File: src/rtl/achan_pkg.sv
package achan_pkg;
    localparam int SLOT_CNT = 12;
    localparam int SAMPLE_W = 20;
    localparam int WORD_W   = 32;
    localparam int HALF_W   = 16;
    localparam int PAD_W    = SAMPLE_W - HALF_W;

    typedef enum logic {
        LANE_LO = 1'b0,
        LANE_HI = 1'b1
    } lane_e;
endpackage

File: src/rtl/achan_fifo.sv
module achan_fifo #(
    parameter int DW     = 32,
    parameter int DEPTH  = 8,
    parameter bit TAG_EN = 1'b0
) (
    input  logic          clk,
    input  logic          rst_n,
    input  logic          bypass_i,
    input  logic          push_i,
    input  logic [DW-1:0] push_data_i,
    input  logic          pop_i,
    output logic [DW-1:0] head_o,
    output logic          full_o,
    output logic          empty_o
);
    localparam int AW = (DEPTH > 1) ? $clog2(DEPTH) : 1;
    localparam int CW = $clog2(DEPTH + 1);

    typedef struct packed {
        logic [DEPTH-1:0][DW-1:0] mem;
        logic [AW-1:0]            wptr;
        logic [AW-1:0]            rptr;
        logic [CW-1:0]            cnt;
        logic                     bypass;
    } state_t;

    state_t s_q, s_d;

    function automatic logic [AW-1:0] ptr_inc(input logic [AW-1:0] p);
        return (p == AW'(DEPTH - 1)) ? '0 : p + 1'b1;
    endfunction

    logic          is_full, is_empty, do_push, do_pop;
    logic [AW-1:0] newest;

    always_comb begin
        s_d      = s_q;
        is_full  = (s_q.cnt == CW'(DEPTH));
        is_empty = (s_q.cnt == '0);
        do_pop   = 1'b0;
        do_push  = 1'b0;
        newest   = (s_q.wptr == '0) ? AW'(DEPTH - 1) : s_q.wptr - 1'b1;
        s_d.bypass = bypass_i;

        if (bypass_i != s_q.bypass) begin
            s_d.wptr = '0;
            s_d.rptr = '0;
            s_d.cnt  = '0;
        end else if (s_q.bypass) begin
            if (push_i) begin
                s_d.mem[0] = push_data_i;
                if (TAG_EN && !is_empty && !pop_i) begin
                    s_d.mem[0][DW-1] = 1'b1;
                end
                s_d.cnt = CW'(1);
            end else if (pop_i) begin
                s_d.cnt = '0;
            end
        end else begin
            do_pop  = pop_i && !is_empty;
            do_push = push_i && (!is_full || do_pop);
            if (do_push) begin
                s_d.mem[s_q.wptr] = push_data_i;
                s_d.wptr          = ptr_inc(s_q.wptr);
            end else if (push_i && TAG_EN) begin
                s_d.mem[newest][DW-1] = 1'b1;
            end
            if (do_pop) begin
                s_d.rptr = ptr_inc(s_q.rptr);
            end
            case ({do_push, do_pop})
                2'b10:   s_d.cnt = s_q.cnt + 1'b1;
                2'b01:   s_d.cnt = s_q.cnt - 1'b1;
                default: s_d.cnt = s_q.cnt;
            endcase
        end
    end

    always_ff @(posedge clk) begin
        if (!rst_n) begin
            s_q <= '0;
        end else begin
            s_q <= s_d;
        end
    end

    assign head_o  = s_q.mem[s_q.rptr];
    assign empty_o = (s_q.cnt == '0);
    assign full_o  = s_q.bypass ? (s_q.cnt != '0) : (s_q.cnt == CW'(DEPTH));

    AST_CNT_BOUND: assert property (@(posedge clk) disable iff (!rst_n)
        s_q.cnt <= CW'(DEPTH));

    AST_HOLD_SINGLE: assert property (@(posedge clk) disable iff (!rst_n)
        s_q.bypass |-> (s_q.cnt <= CW'(1)));

    AST_FULL_DROP: assert property (@(posedge clk) disable iff (!rst_n)
        (push_i && !pop_i && !s_q.bypass && !bypass_i && s_q.cnt == CW'(DEPTH))
        |=> (s_q.cnt == CW'(DEPTH)) && $stable(s_q.wptr));

    AST_MODE_FLUSH: assert property (@(posedge clk) disable iff (!rst_n)
        (bypass_i != s_q.bypass) |=> empty_o);
endmodule

File: src/rtl/achan_rx_pack.sv
module achan_rx_pack
    import achan_pkg::*;
(
    input  logic                clk,
    input  logic                rst_n,
    input  logic                compact_i,
    input  logic [SLOT_CNT:0]   ctrl_i,
    input  logic                valid_i,
    input  logic [3:0]          slot_i,
    input  logic [SAMPLE_W-1:0] sample_i,
    output logic                push_o,
    output logic [WORD_W-1:0]   word_o
);
    typedef struct packed {
        lane_e               lane;
        logic [HALF_W-1:0]   low;
        logic                push;
        logic [WORD_W-1:0]   word;
        logic                compact;
    } pack_t;

    pack_t p_q, p_d;
    logic  slot_on, accept;

    always_comb begin
        slot_on = 1'b0;
        for (int s = 1; s <= SLOT_CNT; s++) begin
            if (slot_i == 4'(s)) begin
                slot_on = ctrl_i[s];
            end
        end
        accept = valid_i && ctrl_i[0] && slot_on;

        p_d         = p_q;
        p_d.push    = 1'b0;
        p_d.compact = compact_i;

        if (compact_i != p_q.compact) begin
            p_d.lane = LANE_LO;
        end else if (accept) begin
            if (!compact_i) begin
                p_d.push = 1'b1;
                p_d.word = {{(WORD_W - SAMPLE_W){1'b0}}, sample_i};
            end else if (p_q.lane == LANE_LO) begin
                p_d.low  = sample_i[SAMPLE_W-1:PAD_W];
                p_d.lane = LANE_HI;
            end else begin
                p_d.push = 1'b1;
                p_d.word = {sample_i[SAMPLE_W-1:PAD_W], p_q.low};
                p_d.lane = LANE_LO;
            end
        end
    end

    always_ff @(posedge clk) begin
        if (!rst_n) begin
            p_q <= '0;
        end else begin
            p_q <= p_d;
        end
    end

    assign push_o = p_q.push;
    assign word_o = p_q.word;

    AST_RX_GATE: assert property (@(posedge clk) disable iff (!rst_n)
        (valid_i && !ctrl_i[0]) |=> !push_o);
endmodule

File: src/rtl/achan_tx_unpack.sv
module achan_tx_unpack
    import achan_pkg::*;
(
    input  logic                clk,
    input  logic                rst_n,
    input  logic                compact_i,
    input  logic [WORD_W-1:0]   word_i,
    input  logic                empty_i,
    input  logic                take_i,
    output logic                pop_o,
    output logic [SAMPLE_W-1:0] sample_o
);
    typedef struct packed {
        lane_e lane;
        logic  compact;
    } unpack_t;

    unpack_t u_q, u_d;
    logic    taken;

    always_comb begin
        u_d         = u_q;
        u_d.compact = compact_i;
        taken       = take_i && !empty_i;
        pop_o       = 1'b0;

        if (!compact_i) begin
            pop_o    = taken;
            sample_o = word_i[SAMPLE_W-1:0];
        end else begin
            pop_o    = taken && (u_q.lane == LANE_HI);
            sample_o = (u_q.lane == LANE_HI)
                     ? {word_i[WORD_W-1:HALF_W], {PAD_W{1'b0}}}
                     : {word_i[HALF_W-1:0], {PAD_W{1'b0}}};
        end

        if (compact_i != u_q.compact) begin
            u_d.lane = LANE_LO;
        end else if (compact_i && taken) begin
            u_d.lane = (u_q.lane == LANE_LO) ? LANE_HI : LANE_LO;
        end
    end

    always_ff @(posedge clk) begin
        if (!rst_n) begin
            u_q <= '0;
        end else begin
            u_q <= u_d;
        end
    end
endmodule

File: src/rtl/achan_fifo_top.sv
module achan_fifo_top
    import achan_pkg::*;
#(
    parameter int DEPTH = 8
) (
    input  logic                 clk,
    input  logic                 rst_n,
    input  logic                 cfg_fifo_off,
    input  logic                 cfg_compact,
    input  logic [SLOT_CNT:0]    rx_ctrl,
    input  logic                 host_wr,
    input  logic [WORD_W-1:0]    host_wdata,
    input  logic                 host_rd,
    output logic [WORD_W-1:0]    host_rdata,
    output logic                 rx_overrun,
    input  logic                 rx_valid,
    input  logic [3:0]           rx_slot,
    input  logic [SAMPLE_W-1:0]  rx_sample,
    input  logic                 tx_take,
    output logic [SAMPLE_W-1:0]  tx_sample,
    output logic                 tx_full,
    output logic                 tx_empty,
    output logic                 rx_full,
    output logic                 rx_empty
);
    localparam int RXW = WORD_W + 1;

    logic [WORD_W-1:0] tx_push_word, tx_head;
    logic              tx_pop;
    logic              pk_push;
    logic [WORD_W-1:0] pk_word;
    logic [RXW-1:0]    rx_head;

    typedef struct packed {
        logic [RXW-1:0] rd;
    } host_t;

    host_t h_q, h_d;

    always_comb begin
        tx_push_word = cfg_compact ? host_wdata
                     : {{(WORD_W - SAMPLE_W){1'b0}}, host_wdata[SAMPLE_W-1:0]};
    end

    achan_fifo #(.DW(WORD_W), .DEPTH(DEPTH), .TAG_EN(1'b0)) u_tx_fifo (
        .clk         (clk),
        .rst_n       (rst_n),
        .bypass_i    (cfg_fifo_off),
        .push_i      (host_wr),
        .push_data_i (tx_push_word),
        .pop_i       (tx_pop),
        .head_o      (tx_head),
        .full_o      (tx_full),
        .empty_o     (tx_empty)
    );

    achan_tx_unpack u_tx_unpack (
        .clk       (clk),
        .rst_n     (rst_n),
        .compact_i (cfg_compact),
        .word_i    (tx_head),
        .empty_i   (tx_empty),
        .take_i    (tx_take),
        .pop_o     (tx_pop),
        .sample_o  (tx_sample)
    );

    achan_rx_pack u_rx_pack (
        .clk       (clk),
        .rst_n     (rst_n),
        .compact_i (cfg_compact),
        .ctrl_i    (rx_ctrl),
        .valid_i   (rx_valid),
        .slot_i    (rx_slot),
        .sample_i  (rx_sample),
        .push_o    (pk_push),
        .word_o    (pk_word)
    );

    achan_fifo #(.DW(RXW), .DEPTH(DEPTH), .TAG_EN(1'b1)) u_rx_fifo (
        .clk         (clk),
        .rst_n       (rst_n),
        .bypass_i    (cfg_fifo_off),
        .push_i      (pk_push),
        .push_data_i ({1'b0, pk_word}),
        .pop_i       (host_rd),
        .head_o      (rx_head),
        .full_o      (rx_full),
        .empty_o     (rx_empty)
    );

    always_comb begin
        h_d = h_q;
        if (host_rd && !rx_empty) begin
            h_d.rd = rx_head;
        end
    end

    always_ff @(posedge clk) begin
        if (!rst_n) begin
            h_q <= '0;
        end else begin
            h_q <= h_d;
        end
    end

    assign host_rdata = h_q.rd[WORD_W-1:0];
    assign rx_overrun = h_q.rd[WORD_W];

    AST_EMPTY_READ_HOLD: assert property (@(posedge clk) disable iff (!rst_n)
        (host_rd && rx_empty) |=> ($stable(host_rdata) && $stable(rx_overrun)));
endmodule

File: config.mk
export PLATFORM = sky130hd
export DESIGN_NAME = achan_fifo_top
export DESIGN_NICKNAME = d
export VERILOG_FILES = /design/src/rtl/achan_pkg.sv /design/src/rtl/achan_fifo.sv /design/src/rtl/achan_rx_pack.sv /design/src/rtl/achan_tx_unpack.sv /design/src/rtl/achan_fifo_top.sv
export SDC_FILE = /design/constraint.sdc
export NUM_CORES = 1
export LEC_CHECK = 0
export ABC_AREA = 1
export CAP_MARGIN = 20
export CORE_MARGIN = 4
export CORE_UTILIZATION = 35
export DETAILED_ROUTE_END_ITERATION = 16
export PLACE_DENSITY_LB_ADDON = 0.15
export SLEW_MARGIN = 10
export SYNTH_ARGS = -nofsm -noshare
export SYNTH_HDL_FRONTEND = slang
export SYNTH_SLANG_ARGS = --single-unit
File: constraint.sdc
create_clock -name clk -period 3.2 [get_ports clk]
set_input_delay 0.32 -clock clk [delete_from_list [all_inputs] [get_ports clk]]
set_output_delay 0.32 -clock clk [all_outputs]
set_load 0.02 [all_outputs]
==> impl_metrics.env <==
export IMPL_outcome="complete, no violations"
export IMPL_synth_simple_gate_area_frac=0.1925
export IMPL_drc=0
export IMPL_grt_pass1_vias=23740
export IMPL_fp_dieW_um=291.6
export IMPL_tightest_slew_ns=1.027
export IMPL_slew_viol_final=0
export IMPL_finClkSkew_ns=0.03727
export IMPL_synthMuxAreaShare=0.0007110
export IMPL_rows=103
export IMPL_syn_inst=4035
export IMPL_p_leak_nw=12.15
export IMPL_criticalPathCategory="flip-flop to output pin"
export IMPL_clk_path_buf_depth=3
export IMPL_clock_sinks=626
export IMPL_grt_max_degree=173
export IMPL_p_comb_frac=0.072
export IMPL_clk_latency_ns=0.63
export IMPL_drtPass1Iterations=5
export IMPL_io_buffers=133
export IMPL_setup_ws_ns=0.09181
export IMPL_critPathArrivalTime_ns=2.79
export IMPL_fp_dieArea_mm2=0.08505
export IMPL_htreeDepth=3
export IMPL_synth_main_ff_cell="dfxtp_1"
export IMPL_cts_hold_buffers=0
export IMPL_seqPwrFrac=0.455
export IMPL_area_growth_pct=16.24
export IMPL_layout_min_cycle_time_ns=3.108
export IMPL_max_freq_mhz=321.7
export IMPL_cts_tree="yes"
export IMPL_drt_wirelength_per_cell_um=18.24
export IMPL_hpwl_um=53860
export IMPL_yosysWarnings=0
export IMPL_async_flop_share=0
export IMPL_synth_distinct_cells=43
export IMPL_period_share=0.9713
export IMPL_layout_common_cells="nand2_1, a21oi_1, dfxtp_1"
export IMPL_synth_edf_count=0
export IMPL_hold_class="input port to flip-flop"
export IMPL_place_congestion=0.7989
export IMPL_whs_ns=0.1782
export IMPL_crit_fanout=12
export IMPL_antenna_found_initial=1
export IMPL_synth_compound_gate_area_share=0.2541
export IMPL_maxCapViolCount=0
export IMPL_numCtsBuffers=72
export IMPL_peakVddDrop_uv=387.8
export IMPL_synth_ff_latch_count=626
export IMPL_met2_usage=0.3473
export IMPL_synth_area_per_cell_um2=6.979
export IMPL_rsz0062_at_grt="no"
export IMPL_fin_nets=4091
export IMPL_syn_nets=4131
export IMPL_gr_max_usage_layer="met2"
export IMPL_setup_viol=0
export IMPL_num_vias=25890
export IMPL_met3_usage=0.02959
export IMPL_cp_start_kind="flip-flop"
export IMPL_ant_nets=0
export IMPL_clk_pin_slew_ns=0.06
export IMPL_coreArea_mm2=0.07939
export IMPL_drive_gt1_frac=0.06032
export IMPL_synth_xor_area_share=0.001555
export IMPL_synth_area_mm2=0.02816
export IMPL_wl_um=92940
export IMPL_finalHoldViolCount=0
export IMPL_p_per_area_mw_per_mm2=532.0
export IMPL_max_slew_margin=0.3151
export IMPL_synth_top_family_by_area="compound AO/OA/AOI/OAI gates"
export IMPL_first_iter_violations=2036
export IMPL_viasPerCell=5.080
export IMPL_root_buffer="clkbuf_16"
export IMPL_clockPowerShare=0.473
export IMPL_grt_util_all_layers=0.2102
export IMPL_final_common_cell="nand2_1"
export IMPL_dpl_worst_slack_ns=0.5126
export IMPL_p_switching_mw=4.345
export IMPL_start_util=0.3547
export IMPL_fp_dieH_um=291.6
export IMPL_sw_frac_of_total=0.2495
export IMPL_critPathRequiredTime_ns=2.88
export IMPL_grt_pass1_wl_um=143500
export IMPL_grt_ovfl_total=0
export IMPL_setup_tns_ns=0
export IMPL_synth_adder_area_share=0.008976
export IMPL_yosysSeqAreaShare=0.4451
export IMPL_internal_power_mw=13.07
export IMPL_end_kind="output pin"
export IMPL_ios=134
export IMPL_met1_usage=0.2886
[metrics by stage]
| step | std cells | util | area, µm² | total power, mW |
|---|---|---|---|---|
| after CTS | 5091 | 0.4113 | 32650 | 17.62 |
| after global routing | 5095 | 0.4123 | 32730 | 18.05 |
| after detailed placement | 4964 | 0.3811 | 30250 | 9.345 |
| after floorplan | 4035 | - | 28160 | 8.830 |
| after global placement | 4964 | 0.3811 | 30250 | 9.352 |
| final | 5096 | 0.4123 | 32730 | 17.41 |
[power groups by stage]
stage	combinational (mW)	sequential (mW)	clock, mW
global placement	1.26	8.09	0
detailed placement	1.25	8.09	0
CTS	1.26	7.92	8.45
finish	1.26	7.92	8.24
global route	1.38	7.92	8.75
floorplan	0.756	8.07	0
[what timing repair did]
action / CTS / global route
setup endpoints to repair: 15 / 12
buffers inserted: 3 / 3
pin swaps: 1 / 1
gates resized for setup: 12 / 12
hold endpoints to repair: 0 / 0
cloned: 0 / 1
[cell type report]
cell class,count,area [µm²]
multi-input cells,2735,12920
flip-flops and latches,626,12550
fillers,8437,46660
clock inverters,15,216.5
inverters,345,1310
clock buffers,109,2131
diodes,1,2.502
repair buffers,215,2288
well taps,1050,1314
[sequential cells by signal (all words and copies together), names as in the netlist]
| name | cells |
|---|---|
| u_rx_pack.push_o | 1 |
| h_q | 33 |
| u_rx_pack.word_o | 32 |
| u_rx_fifo.s_q | 274 |
| u_tx_unpack.u_q | 1 |
| u_rx_pack.p_q | 18 |
| u_tx_fifo.s_q | 267 |
[cell families after synthesis]
logic type,Yosys count
buffers and inverters,674
adder cells (fa/ha/maj),19
XOR/XNOR,5
AND/OR/NAND/NOR,1331
AO/OA/AOI/OAI,1378
flip-flops,626
multiplexers,2
[metal layers]
metal	wire (µm)	part of all wire
met1	42810	0.46
met2	43200	0.46
met3	4896	0.053
met4	2033	0.022
met5	0	0
[cells in the mapped netlist (all sizes together) (3+ instances only)]
master | n | area, µm²
o21a | 8 | 60.06
o211ai | 26 | 195.2
o221ai | 20 | 175.2
a31oi | 11 | 68.82
clkinv | 4 | 15.01
clkbuf | 205 | 769.5
nand2 | 750 | 2840
a221oi | 5 | 43.79
nand4 | 33 | 212.7
inv | 341 | 1280
dfxtp | 626 | 12530
nor2 | 416 | 1607
o22ai | 4 | 25.02
a211oi | 10 | 75.07
a21oi | 661 | 3334
buf | 124 | 668.1
o21ai | 629 | 3148
nand3 | 123 | 710.7
nor3 | 5 | 25.02
xor2 | 3 | 26.28
ha | 17 | 212.7
[worst max-delay path, stage by stage (launching register included)]
cell             delay, ns
dfxtp_4               0.40
inv_2                 0.13
buf_4                 0.22
nor2_1                0.06
o21ai_0               0.23
nand2_1               0.07
nand2_1               0.11
inv_1                 0.10
nor2_1                0.19
clkdlybuf4s50_1       0.65
[final timing paths]
path	start	to	slack, ns	cells past startpoint
min reg2reg	u_rx_fifo.s_q[247]	u_rx_fifo.s_q[247]	0.44	2
min	rst_n	u_rx_fifo.s_q[34]	0.18	3
max	u_tx_fifo.s_q[5]	tx_sample[0]	0.09	9
max reg2reg	u_tx_unpack.u_q[1]	u_tx_fifo.s_q[194]	0.80	11
(Power assumes the default switching activity.)
